[src/rtl/pca_pkg.sv]
package pca_pkg;
    localparam int LANES  = 4;
    localparam int OFF_W  = $clog2(LANES);
    localparam int NUM_W  = $clog2(LANES + 1);
    localparam int CODE_W = 8 * LANES;

    typedef struct packed {
        logic [OFF_W-1:0] off;
        logic [7:0]       data;
    } pca_entry_t;

    typedef enum logic {
        ACC_CLEAR = 1'b0,
        ACC_PART  = 1'b1
    } pca_state_t;
endpackage

[src/rtl/pca_entry_fifo.sv]
module pca_entry_fifo
    import pca_pkg::*;
#(
    parameter int DEPTH = 16,
    localparam int PTR_W = $clog2(DEPTH),
    localparam int CNT_W = $clog2(DEPTH + 1)
) (
    input  logic                    clk,
    input  logic                    rst_n,
    input  logic                    wr_req,
    input  logic [NUM_W-1:0]        wr_num,
    input  pca_entry_t [LANES-1:0]  wr_ent,
    input  logic                    pop,
    output pca_entry_t              head_ent,
    output logic [OFF_W-1:0]        next_off,
    output logic [CNT_W-1:0]        level,
    output logic                    wr_drop
);
    pca_entry_t       mem [DEPTH];
    logic [PTR_W-1:0] rptr, wptr;
    logic [CNT_W-1:0] room;
    logic             wr_ok;
    pca_entry_t       next_ent;

    assign room     = CNT_W'(DEPTH) - level;
    assign wr_ok    = wr_req && (CNT_W'(wr_num) <= room);
    assign wr_drop  = wr_req && !wr_ok;
    assign head_ent = mem[rptr];
    assign next_ent = mem[rptr + PTR_W'(1)];
    assign next_off = next_ent.off;

    always_ff @(posedge clk) begin
        if (wr_ok) begin
            for (int i = 0; i < LANES; i++) begin
                if (NUM_W'(i) < wr_num) mem[wptr + PTR_W'(i)] <= wr_ent[i];
            end
        end
    end

    always_ff @(posedge clk) begin
        if (!rst_n) begin
            rptr  <= '0;
            wptr  <= '0;
            level <= '0;
        end else begin
            if (wr_ok) wptr <= wptr + PTR_W'(wr_num);
            if (pop)   rptr <= rptr + PTR_W'(1);
            level <= level + (wr_ok ? CNT_W'(wr_num) : '0) - CNT_W'(pop);
        end
    end

    p_level_bound_r3: assert property (@(posedge clk) disable iff (!rst_n)
        level <= CNT_W'(DEPTH));
    p_drop_no_store_r3: assert property (@(posedge clk) disable iff (!rst_n)
        wr_drop |=> level == $past(level) - CNT_W'($past(pop)));
    p_pop_nonempty_r4: assert property (@(posedge clk) disable iff (!rst_n)
        pop |-> level != '0);
endmodule

[src/rtl/pca_merge_fsm.sv]
module pca_merge_fsm
    import pca_pkg::*;
#(
    parameter int CNT_W = 5
) (
    input  logic              clk,
    input  logic              rst_n,
    input  logic [CNT_W-1:0]  level,
    input  pca_entry_t        head_ent,
    input  logic [OFF_W-1:0]  next_off,
    output logic              pop,
    output logic              code_valid,
    output logic [CODE_W-1:0] code
);
    pca_state_t        state, state_nx;
    logic [CODE_W-1:0] acc, base, merged;
    logic              close_now;

    assign pop       = (level != '0);
    assign close_now = pop && ((level == CNT_W'(1)) || (next_off == '0));
    assign base      = (state == ACC_PART) ? acc : '0;

    always_comb begin
        merged = base;
        for (int i = 0; i < LANES; i++) begin
            if (head_ent.off == OFF_W'(i)) merged[8*i +: 8] = head_ent.data;
        end
    end

    always_comb begin
        state_nx = state;
        unique case (state)
            ACC_CLEAR: if (pop && !close_now) state_nx = ACC_PART;
            ACC_PART:  if (close_now)         state_nx = ACC_CLEAR;
            default:                          state_nx = ACC_CLEAR;
        endcase
    end

    always_ff @(posedge clk) begin
        if (!rst_n) state <= ACC_CLEAR;
        else        state <= state_nx;
    end

    always_ff @(posedge clk) begin
        if (!rst_n) begin
            acc        <= '0;
            code       <= '0;
            code_valid <= 1'b0;
        end else begin
            code_valid <= close_now;
            if (close_now) code <= merged;
            if (pop)       acc  <= close_now ? '0 : merged;
        end
    end

    p_part_has_entry_r7: assert property (@(posedge clk) disable iff (!rst_n)
        (state == ACC_PART) |-> level != '0);
    p_valid_after_pop_r6: assert property (@(posedge clk) disable iff (!rst_n)
        code_valid |-> $past(pop));
endmodule

[src/rtl/pca_status_flags.sv]
module pca_status_flags (
    input  logic clk,
    input  logic rst_n,
    input  logic wr_valid,
    input  logic wr_drop,
    input  logic ovf_clr,
    input  logic pend_clr,
    output logic overflow,
    output logic pending
);
    always_ff @(posedge clk) begin
        if (!rst_n) begin
            overflow <= 1'b0;
            pending  <= 1'b0;
        end else begin
            if (wr_drop)      overflow <= 1'b1;
            else if (ovf_clr) overflow <= 1'b0;
            if (wr_valid)      pending <= 1'b1;
            else if (pend_clr) pending <= 1'b0;
        end
    end

    p_pending_set_r10: assert property (@(posedge clk) disable iff (!rst_n)
        wr_valid |=> pending);
    p_ovf_clear_r9: assert property (@(posedge clk) disable iff (!rst_n)
        (ovf_clr && !wr_drop) |=> !overflow);
    p_ovf_set_r3: assert property (@(posedge clk) disable iff (!rst_n)
        wr_drop |=> overflow);
endmodule

[src/rtl/post_code_assembler.sv]
module post_code_assembler
    import pca_pkg::*;
#(
    parameter int DEPTH = 16
) (
    input  logic        clk,
    input  logic        rst_n,
    input  logic        wr_valid_i,
    input  logic [1:0]  wr_offset_i,
    input  logic [2:0]  wr_len_i,
    input  logic [31:0] wr_data_i,
    input  logic        ovf_clr_i,
    input  logic        pend_clr_i,
    output logic        code_valid_o,
    output logic [31:0] code_o,
    output logic        fifo_nempty_o,
    output logic        overflow_o,
    output logic        write_pend_o
);
    localparam int CNT_W = $clog2(DEPTH + 1);

    logic [NUM_W-1:0]       space, num;
    pca_entry_t [LANES-1:0] ent;
    pca_entry_t             head_ent;
    logic [OFF_W-1:0]       next_off;
    logic [CNT_W-1:0]       level;
    logic                   wr_drop, pop;

    assign space = NUM_W'(LANES) - NUM_W'(wr_offset_i);
    assign num   = (NUM_W'(wr_len_i) < space) ? NUM_W'(wr_len_i) : space;

    for (genvar g = 0; g < LANES; g++) begin : g_lane
        assign ent[g].off  = wr_offset_i + OFF_W'(g);
        assign ent[g].data = wr_data_i[8*g +: 8];
    end

    pca_entry_fifo #(.DEPTH(DEPTH)) u_fifo (
        .clk      (clk),
        .rst_n    (rst_n),
        .wr_req   (wr_valid_i),
        .wr_num   (num),
        .wr_ent   (ent),
        .pop      (pop),
        .head_ent (head_ent),
        .next_off (next_off),
        .level    (level),
        .wr_drop  (wr_drop)
    );

    pca_merge_fsm #(.CNT_W(CNT_W)) u_merge (
        .clk        (clk),
        .rst_n      (rst_n),
        .level      (level),
        .head_ent   (head_ent),
        .next_off   (next_off),
        .pop        (pop),
        .code_valid (code_valid_o),
        .code       (code_o)
    );

    pca_status_flags u_flags (
        .clk      (clk),
        .rst_n    (rst_n),
        .wr_valid (wr_valid_i),
        .wr_drop  (wr_drop),
        .ovf_clr  (ovf_clr_i),
        .pend_clr (pend_clr_i),
        .overflow (overflow_o),
        .pending  (write_pend_o)
    );

    assign fifo_nempty_o = (level != '0);

    p_nempty_drains_r4: assert property (@(posedge clk) disable iff (!rst_n)
        (fifo_nempty_o && !wr_valid_i && level == CNT_W'(1)) |=> !fifo_nempty_o);
endmodule

[config.mk]
export PLATFORM = sky130hd
export DESIGN_NAME = post_code_assembler
export DESIGN_NICKNAME = d
export VERILOG_FILES = /design/src/rtl/pca_pkg.sv /design/src/rtl/pca_entry_fifo.sv /design/src/rtl/pca_merge_fsm.sv /design/src/rtl/pca_status_flags.sv /design/src/rtl/post_code_assembler.sv
export SDC_FILE = /design/constraint.sdc
export NUM_CORES = 1
export LEC_CHECK = 0
export ABC_AREA = 0
export BUFFER_PORTS_ARGS = -buffer_cell sky130_fd_sc_hd__buf_2
export CAP_MARGIN = 20
export CORE_ASPECT_RATIO = 1.25
export CORE_MARGIN = 1
export CORE_UTILIZATION = 50
export DETAILED_ROUTE_END_ITERATION = 10
export PLACE_DENSITY = 0.67
export SYNTH_ARGS = -nofsm -noshare
export SYNTH_HDL_FRONTEND = slang
export SYNTH_SLANG_ARGS = --single-unit
[constraint.sdc]
create_clock -name clk -period 6.3 [get_ports clk]
set_clock_uncertainty 0.2 [all_clocks]
set_input_delay 0.63 -clock clk [delete_from_list [all_inputs] [get_ports clk]]
set_output_delay 0.63 -clock clk [all_outputs]
set_load 0.02 [all_outputs]
* Yosys cells after proc, flatten, opt, wreduce, memory -nomap -nowiden
Memories as Yosys holds them, arrays and structs flattened. A register that Yosys moved wholly into a read port is not among the register bits. Cells that the tools add are included.
Word-level totals: flip-flop bits (word level) 81, memory bits (writable) 160, output and inout port bits 36, word-level logic and storage cells 74, memories 1
Memories:
- u_fifo.mem | depth 16, bits a word 10, rd ports 2, clocked after Yosys merged registers in 1, write ports 4, line pca_entry_fifo.sv:19 | pca_entry_t mem [DEPTH];
Cells by class: add/subtract/negate cells 12, order comparisons 6, eq/ne operators 4, muxes and demuxes 29, bitwise gates (word level) 1, reductions and logical operators 12
Operators by type and width (count):
- $mux 32 | 2
- $mux 8 | 4
- $mux 1 | 18
- $add 4x1->4 const B | 2
- $add 4x2->4 const B | 2
- $mux 4 | 2
- $lt 1x3->1 const A | 2
- $lt 2x3->1 const A | 2
- $mux 3 | 2
- $add 5x5->5 | 1
- $eq 5x1->1 const B | 1
- $le 3x5->1 | 1
- $reduce_bool 5->1 | 1
- $sub 5x1->5 | 1
- $sub 5x5->5 const A | 1
- $add 2x2->2 const B | 2
- $add 4x3->4 | 1
- $eq 2x2->1 const B | 2
- $logic_and 1x1->1 | 4
- $logic_not 2->1 | 2
- $reduce_bool 2->1 | 2
- $lt 3x3->1 | 1
- $sub 3x2->3 const A | 1
- $add 2x1->2 const B | 1
- other kinds (5) | 6

* Depth between registers and ports, before layout
Gate-level depths: netlist (run 1). An unclocked memory read counts as a cell.
depth after elaboration 9, mapped depth 24, gate-level depth less buffers 21

* Hierarchy
A second synthesis (run 1) with hierarchy kept.
Second synthesis, totals: cell total of the unflattened synthesis 1556, area total of the unflattened synthesis 15716.3 µm²
By module, submodules not included:
- pca_entry_fifo | times used 1, cells each 1228, area each 12553.3 µm²
- pca_merge_fsm | times used 1, cells each 304, area each 2954.1 µm²
- post_code_assembler | times used 1, cells each 18, area each 126.4 µm²
- pca_status_flags | times used 1, cells each 6, area each 82.6 µm²

* Worst setup path after synthesis (run 1)
OpenSTA, ideal clock, no wires.
path kind input to register, from input wr_offset_i[1], to register u_fifo.level[4], library setup time 128 ps, arrival time 4563 ps, path slack 1409 ps, cell stages on the path 23, cells stage by stage clkbuf_1 > inv_1 > clkbuf_1 > ha_1 > inv_1 > ha_1 > or2_2 > nand2_1 > inv_1 > ha_1 > nor2b_1 > o21a_1 > o211ai_2 > and2_0 > clkbuf_1 > nand2_1 > ha_1 > inv_1 > fa_1 > a21o_1 > a21oi_1 > xnor2_1 > nor2_1
Between the ends: longest elaborated chain between the ends 8
Ends and longest elaborated chain:
- from (decl) | line post_code_assembler.sv:9 | input logic [1:0] wr_offset_i,
- $sub 3x2->3 (*) | line post_code_assembler.sv:29 | assign space = NUM_W'(LANES) - NUM_W'(wr_offset_i);
- $lt 3x3->1 | line post_code_assembler.sv:30 | assign num = (NUM_W'(wr_len_i) < space) ? NUM_W'(wr_len_i) : space;
- $mux 3 (*) | line post_code_assembler.sv:30
- $le 3x5->1 | line pca_entry_fifo.sv:26 | assign wr_ok = wr_req && (CNT_W'(wr_num) <= room);
- $logic_and 1x1->1 | line pca_entry_fifo.sv:26
- $mux 3 (*) | line pca_entry_fifo.sv:48 | level <= level + (wr_ok ? CNT_W'(wr_num) : '0) - CNT_W'(pop);
- $add 5x5->5 (*) | line pca_entry_fifo.sv:48
- $sub 5x1->5 (*) | line pca_entry_fifo.sv:48
- to (signal assigned) | line pca_entry_fifo.sv:48
- to (decl) | line pca_entry_fifo.sv:16 | output logic [CNT_W-1:0] level,
Every way passes the cells marked *; elsewhere a longest branch is shown, timed or not. A chain may end at the register's enable or synchronous reset.

==> summary.txt, run 1 <==
First-pass GRT wire length -> 80.3 mm
Setup TNS -> 0 ps
Die area -> 0.0308 mm2
Top cells by area, synth -> edfxtp_1 32%, dfxtp_1 11%, mux2i_1 7.6%
Worst-Skew Late Latency -> 560 ps
Setup crit end -> u_fifo.mem[13][5]
WP data required -> 6260 ps
TritonCTS sink count -> 245
Pwr/cell area -> 377 mW/mm2
R2R cell count -> 11
Outcome -> complete, no violations
Maximum vdd drop -> 0.250 mV
Routed Antenna Nets -> 0
CTS Buffer Depth -> 3
WS Path Type -> in2reg
Synth Instances -> 1463
Initial Util -> 51.2%
Reg clk slew, reported paths -> 70 ps
Final period util -> 84.5%
Startpoint types -> input pin
Yosys cell types -> 69
Mean Syn Cell Area -> 10.3 um2
Root Buffer -> clkbuf_16
Setup violations, final -> 0
Die X -> 157 um
Post-synth EDFFs -> 160
Synth top area share -> 31.9%
Row cnt -> 70
Slowest Stage Delay on Critical Path -> 1070 ps
Unrepaired setup endpoints after global routing -> no
Ratio of cells with drive above 1 in the final layout -> 18.1%
Area grow syn2layout -> 10.1%
Fmax -> 188 MHz
Routed len/inst -> 28.7 um
Total GRT Usage -> 35.1%
R2r startpoint -> u_fifo.level[0]
Routed wl met3 -> 5.04 mm
WP data arrival -> 5290 ps
Area of placed instances -> 0.0157 mm2
Total congestion overflow -> 0
Critical path peak fanout -> 15
Post-synth top flop -> edfxtp_1
Post-synth top cells -> 160 x edfxtp_1, 131 x o21ai_0, 116 x a22oi_1
H-Tree Depth -> 1
TritonCTS clock tree -> built
Largest net degree at the start of global routing -> 37
Pre-antenna DRT Iters -> 6
Via Count -> 13178
Worst flop-to-flop path endpoint -> u_fifo.mem[13][5]
HP Class -> in2reg
Yosys warnings -> 0
Crit path from -> wr_offset_i[1]
Residual DRC count -> 0
Met1 Wirelength -> 19.6 mm
Routed vias/inst -> 7.01
Most frequent cell after synthesis -> edfxtp_1
CP Capture Type -> register
# port buffers -> 77
Initial drt markers -> 1751
Met2 wire length -> 26.1 mm
CP cell instances -> buf_2, inv_1, ha_1, inv_1, ha_1, o21bai_1, nand2_1, inv_1, ha_1, nor2b_1, o21a_1, o211ai_2, buf_4, and2_0, o211ai_1, o2111ai_1
Gp weighted congestion -> 0.984
Post-CTS setup buffer count -> 0
Post_cts resized -> 0
Total power -> 6.26 mW
Max cap viols -> 0
CTS Hold Buffers Added -> 0
Post-Layout Inst Area -> 0.0166 mm2
Total length of routed wires -> 53.9 mm
Final hold slack -> 170 ps
Slew headroom -> 25.7%
ANT cells -> 0
Highest Signal Layer -> met4
Initial antenna violation count -> 0
Core area -> 0.0294 mm2
Layout Utilization -> 56.4%
FF-to-FF setup slack -> 1970 ps
Slew Limit Fails -> 0
TritonCTS buffer count -> 26
Syn_nets -> 1529
Synthesized cell area -> 0.0151 mm2
Leak Pwr -> 6.06 nW
Seq/Total Area, Yosys -> 43.2%
Slew of the pin with the lowest slew margin -> 1110 ps
Die H -> 196 um
Hpwl dp -> 36.9 mm
Nets -> 1530
Top Ports -> 78
Synth area leader -> edfxtp_1
Final min period -> 5320 ps
CP max stage cell -> o2111ai_1
Fraction of registers with async set/reset -> 0%
Vias in the first global route -> 12820
Seq cells post-synth -> 245
# fillers -> 2602
Fin. Hold Viols -> 0
worst min path at each step:
stage,slack (ps),end,from,depth (start not counted)
floorplan,240,u_merge.acc[2],u_merge.acc[2],1
global placement,260,u_merge.code[29],u_merge.code[29],1
global route,190,u_flags.overflow,ovf_clr_i,4
CTS,160,u_flags.overflow,ovf_clr_i,4
finish,170,u_flags.overflow,ovf_clr_i,4
detailed placement,260,u_merge.acc[22],u_merge.acc[22],1
final cells by class:
| class | count | area [um2] | area share [%] |
|---|---|---|---|
| repair buffers | 131 | 811 | 4.89 |
| well taps | 396 | 495 | 2.99 |
| flip-flops and latches | 245 | 6510 | 39.2 |
| multi-input cells | 1033 | 7790 | 47.0 |
| clock buffers | 34 | 753 | 4.54 |
| inverters | 27 | 101 | 0.611 |
| clock inverters | 14 | 129 | 0.777 |
per-layer routing:
layer  track usage [%]  up-vias
met5                 0        -
met4              18.8        0
met3              5.08      213
met2              59.4      897
met1              42.9     6388
li1                  -     5680
metrics by stage:
step / cells / setup slack [ps]
4_1_cts: 1877 / 1180
6_report: 1880 / 977
2_1_floorplan: 1463 / 1410
3_5_place_dp: 1829 / 630
3_3_place_gp: 1828 / 742
5_1_grt: 1880 / 793
power breakdown:
group	internal (mW)	leakage [nW]	switching [mW]
logic	0.866	3.49	1.57
registers	2.01	2.14	0.213
clock network	0.925	0.431	0.680
total	3.80	6.06	2.46
sequential cells by signal, indices dropped and copies added (netlist names), named ones only:
register	count
u_fifo.level	5
u_merge.acc	32
u_merge.code	32
u_merge.code_valid	1
u_flags.overflow	1
u_fifo.rptr	4
u_flags.pending	1
u_fifo.wptr	4
u_fifo.mem	160
critical path, delay by kind of cell:
kind / cells / cell delay, ps
AOI/OAI and AO/OA: 5 / 2160
and+or+nand+nor: 3 / 590
buffers and inverters: 5 / 1040
adders and majority gates: 3 / 850
cells by family (layout without fill, tap and decap cells):
kind of cell	Yosys count	in the layout	synth area share (%)
flops	245	245	43.2
fa+ha+maj	24	24	2.09
compound gates	475	475	22.4
simple gates	346	346	11.3
mux	156	156	13.8
buf+inv	185	206	5.41
xor+xnor	32	32	1.86
layout by cell type (no fill, tap or decap), drive strengths merged, types with 18 or more instances in the layout:
cell type	synthesis	final
nand2	75	75
a21oi	31	31
mux2i	114	114
nor3	30	30
mux4	41	41
clkbuf	87	35
inv	27	29
o21ai	155	155
dfxtp	85	85
nand3	62	62
edfxtp	160	160
xnor2	24	24
ha	22	22
buf	71	130
a22o	73	73
nor2	87	87
a22oi	116	116
and3	18	18
No activity file was read; power rests on OpenSTA's default activity.
==> run 2, diff against run 1 <==
- clock period: 6.3 -> 4.9 ns (I/O delays scaled with it)
==> run 2 against run 1 <==
Against the previous run: design area grew 0.84%; final cell count grew 1.3%; clock power grew 26%; count of clock-buffer cells in the layout grew 4; setup slack lost 240 ps; sequential power grew 30%; critical path type unchanged; critical endpoint is now u_fifo.mem[13][6]; largest cell class unchanged; highest routed layer unchanged.
==> summary.txt, run 2 (synthesized netlist as in run 1, its figures left out) <==
Outcome -> complete, no violations
CTS Buffer Depth -> 3 (unchanged)
Hpwl dp -> 36.8 mm (-0.11%)
Pwr/cell area -> 474 mW/mm2 (+26%)
Setup violations, final -> 0 (unchanged)
Ratio of cells with drive above 1 in the final layout -> 19.7% (+1.6 points)
Leak Pwr -> 6.18 nW (+2.0%)
WP data required -> 4950 ps (-1310 ps)
Top Ports -> 78 (unchanged)
Total GRT Usage -> 33.9% (-1.2 points)
Routed vias/inst -> 6.84 (-2.4%)
Clock power frac -> 25.3% (-0.3 points)
Routed len/inst -> 27.2 um (-5.2%)
Slew headroom -> 30.8% (+5.1 points)
Final period util -> 85.0%
Maximum vdd drop -> 0.286 mV (+14%)
WS Path Type -> in2reg
Post_cts resized -> 0 (unchanged)
Biggest register -> u_fifo.mem
Worst-Skew Late Latency -> 550 ps (about the same)
Pre-antenna DRT Iters -> 6 (unchanged)
Most frequent cells in the layout -> 160 x edfxtp_1, 131 x o21ai_0, 116 x a22oi_1
Switching power total -> 3.11 mW (+26%)
Root Buffer -> clkbuf_16
# fillers -> 2609 (+0.27%)
Residual DRC count -> 0 (unchanged)
Die H -> 196 um (unchanged)
WP data arrival -> 4210 ps (-1080 ps)
Reg clk slew, reported paths -> 70 ps (about the same)
# port buffers -> 77 (unchanged)
Post-Layout Inst Area -> 0.0167 mm2 (+0.84%)
CTS Hold Buffers Added -> 0 (unchanged)
Int Pwr -> 4.83 mW (+27%)
Vias in the first global route -> 12637 (-1.4%)
Largest register FFs -> 160 (unchanged)
Reg power frac -> 36.2% (+0.7 points)
Total length of routed wires -> 51.8 mm (-4.0%)
Initial antenna violation count -> 0 (unchanged)
Biggest regs -> u_fifo.mem (160), u_merge.acc (32), u_merge.code (32)
Via Count -> 13021 (-1.2%)
H-Tree Depth -> 1 (unchanged)
Critical path peak fanout -> 15 (unchanged)
Gp weighted congestion -> 0.980 (-0.44%)
Layout Utilization -> 56.8% (+0.48 points)
Comb power frac -> 38.5% (-0.4 points)
Commonest non-fill, non-tap cell in the layout -> edfxtp_1
Post-CTS setup buffer count -> 0 (unchanged)
Routed Antenna Nets -> 0 (unchanged)
ANT cells -> 0 (unchanged)
Startpoint types -> input pin
Die area -> 0.0308 mm2 (unchanged)
First-pass GRT wire length -> 78.1 mm (-2.6%)
Nets -> 1554 (+1.6%)
Initial Util -> 51.2% (unchanged)
Slew of the pin with the lowest slew margin -> 1030 ps (-80.7 ps)
Fmax -> 240 MHz
Unrepaired setup endpoints after global routing -> no
Total power -> 7.93 mW (+27%)
Total congestion overflow -> 0 (unchanged)
TritonCTS sink count -> 245 (unchanged)
Initial drt markers -> 1328 (-24%)
Largest net degree at the start of global routing -> 37 (unchanged)
TritonCTS buffer count -> 26 (unchanged)
Area grow syn2layout -> 11.0%
Area of placed instances -> 0.0159 mm2 (+1.3%)
CP Capture Type -> register
TritonCTS clock tree -> built
Slew Limit Fails -> 0 (unchanged)
Final hold slack -> 50.7 ps (-119 ps)
HP Class -> in2reg
Switching share of total power -> 39.1% (-0.14 points)
Final min period -> 4160 ps
Die X -> 157 um (unchanged)
Max cap viols -> 0 (unchanged)
Core area -> 0.0294 mm2 (unchanged)
Row cnt -> 70 (unchanged)
Register area -> 0.00651 mm2 (unchanged)
Setup TNS -> 0 ps (unchanged)
Fin. Hold Viols -> 0 (unchanged)
Multi-input combinational cell area -> 0.00779 mm2 (unchanged)
run 2: worst max-delay path: stages:
cell,delay [ps]
buf_2,110
inv_1,90
ha_1,170
inv_1,50
ha_1,310
o21bai_1,260
nand2_1,110
inv_1,150
ha_1,270
nor2b_1,130
o21a_1,190
o211a_1,260
buf_4,220
nor2_1,370
nand2_1,500
o2111ai_1,280
buf_4,260
run 2: final cells by class:
class,count,area share (%)
Timing Repair Buffer,155,5.80
Clock buffer,38,4.61
Inverter,27,0.606
Tap cell,396,2.96
Sequential cell,245,38.9
Multi-Input combinational cell,1033,46.6
Clock inverter,10,0.546
run 2: power groups by stage:
stage	clock (mW)	sequential, mW	combinational [mW]
after global placement	0	2.90	2.97
final	2.01	2.88	3.05
after CTS	2.02	2.87	3.02
after floorplan	0	2.86	2.20
after global routing	2.10	2.92	3.29
after detailed placement	0	2.91	3.01
run 2: routing by layer:
metal	track usage [%]	vias to the layer above	share of wire (%)
li1	-	5710	-
met1	42.0	6274	37
met2	57.9	844	49
met3	4.84	193	8.7
met4	15.9	0	5.0
met5	0	-	0
run 2: metrics by stage:
stage,cells,worst slack (ps)
finish,1904,735
global route,1904,438
CTS,1904,795
detailed placement,1856,223
global placement,1856,377
floorplan,1463,149
run 2: final timing paths:
kind	start	to	slack, ps	depth (start not counted)
min	pend_clr_i	u_flags.pending	50	4
min reg2reg	u_merge.code[16]	u_merge.code[16]	270	1
max reg2reg	u_fifo.level[0]	u_fifo.mem[13][6]	1110	12
max	wr_offset_i[1]	u_fifo.mem[13][6]	740	17
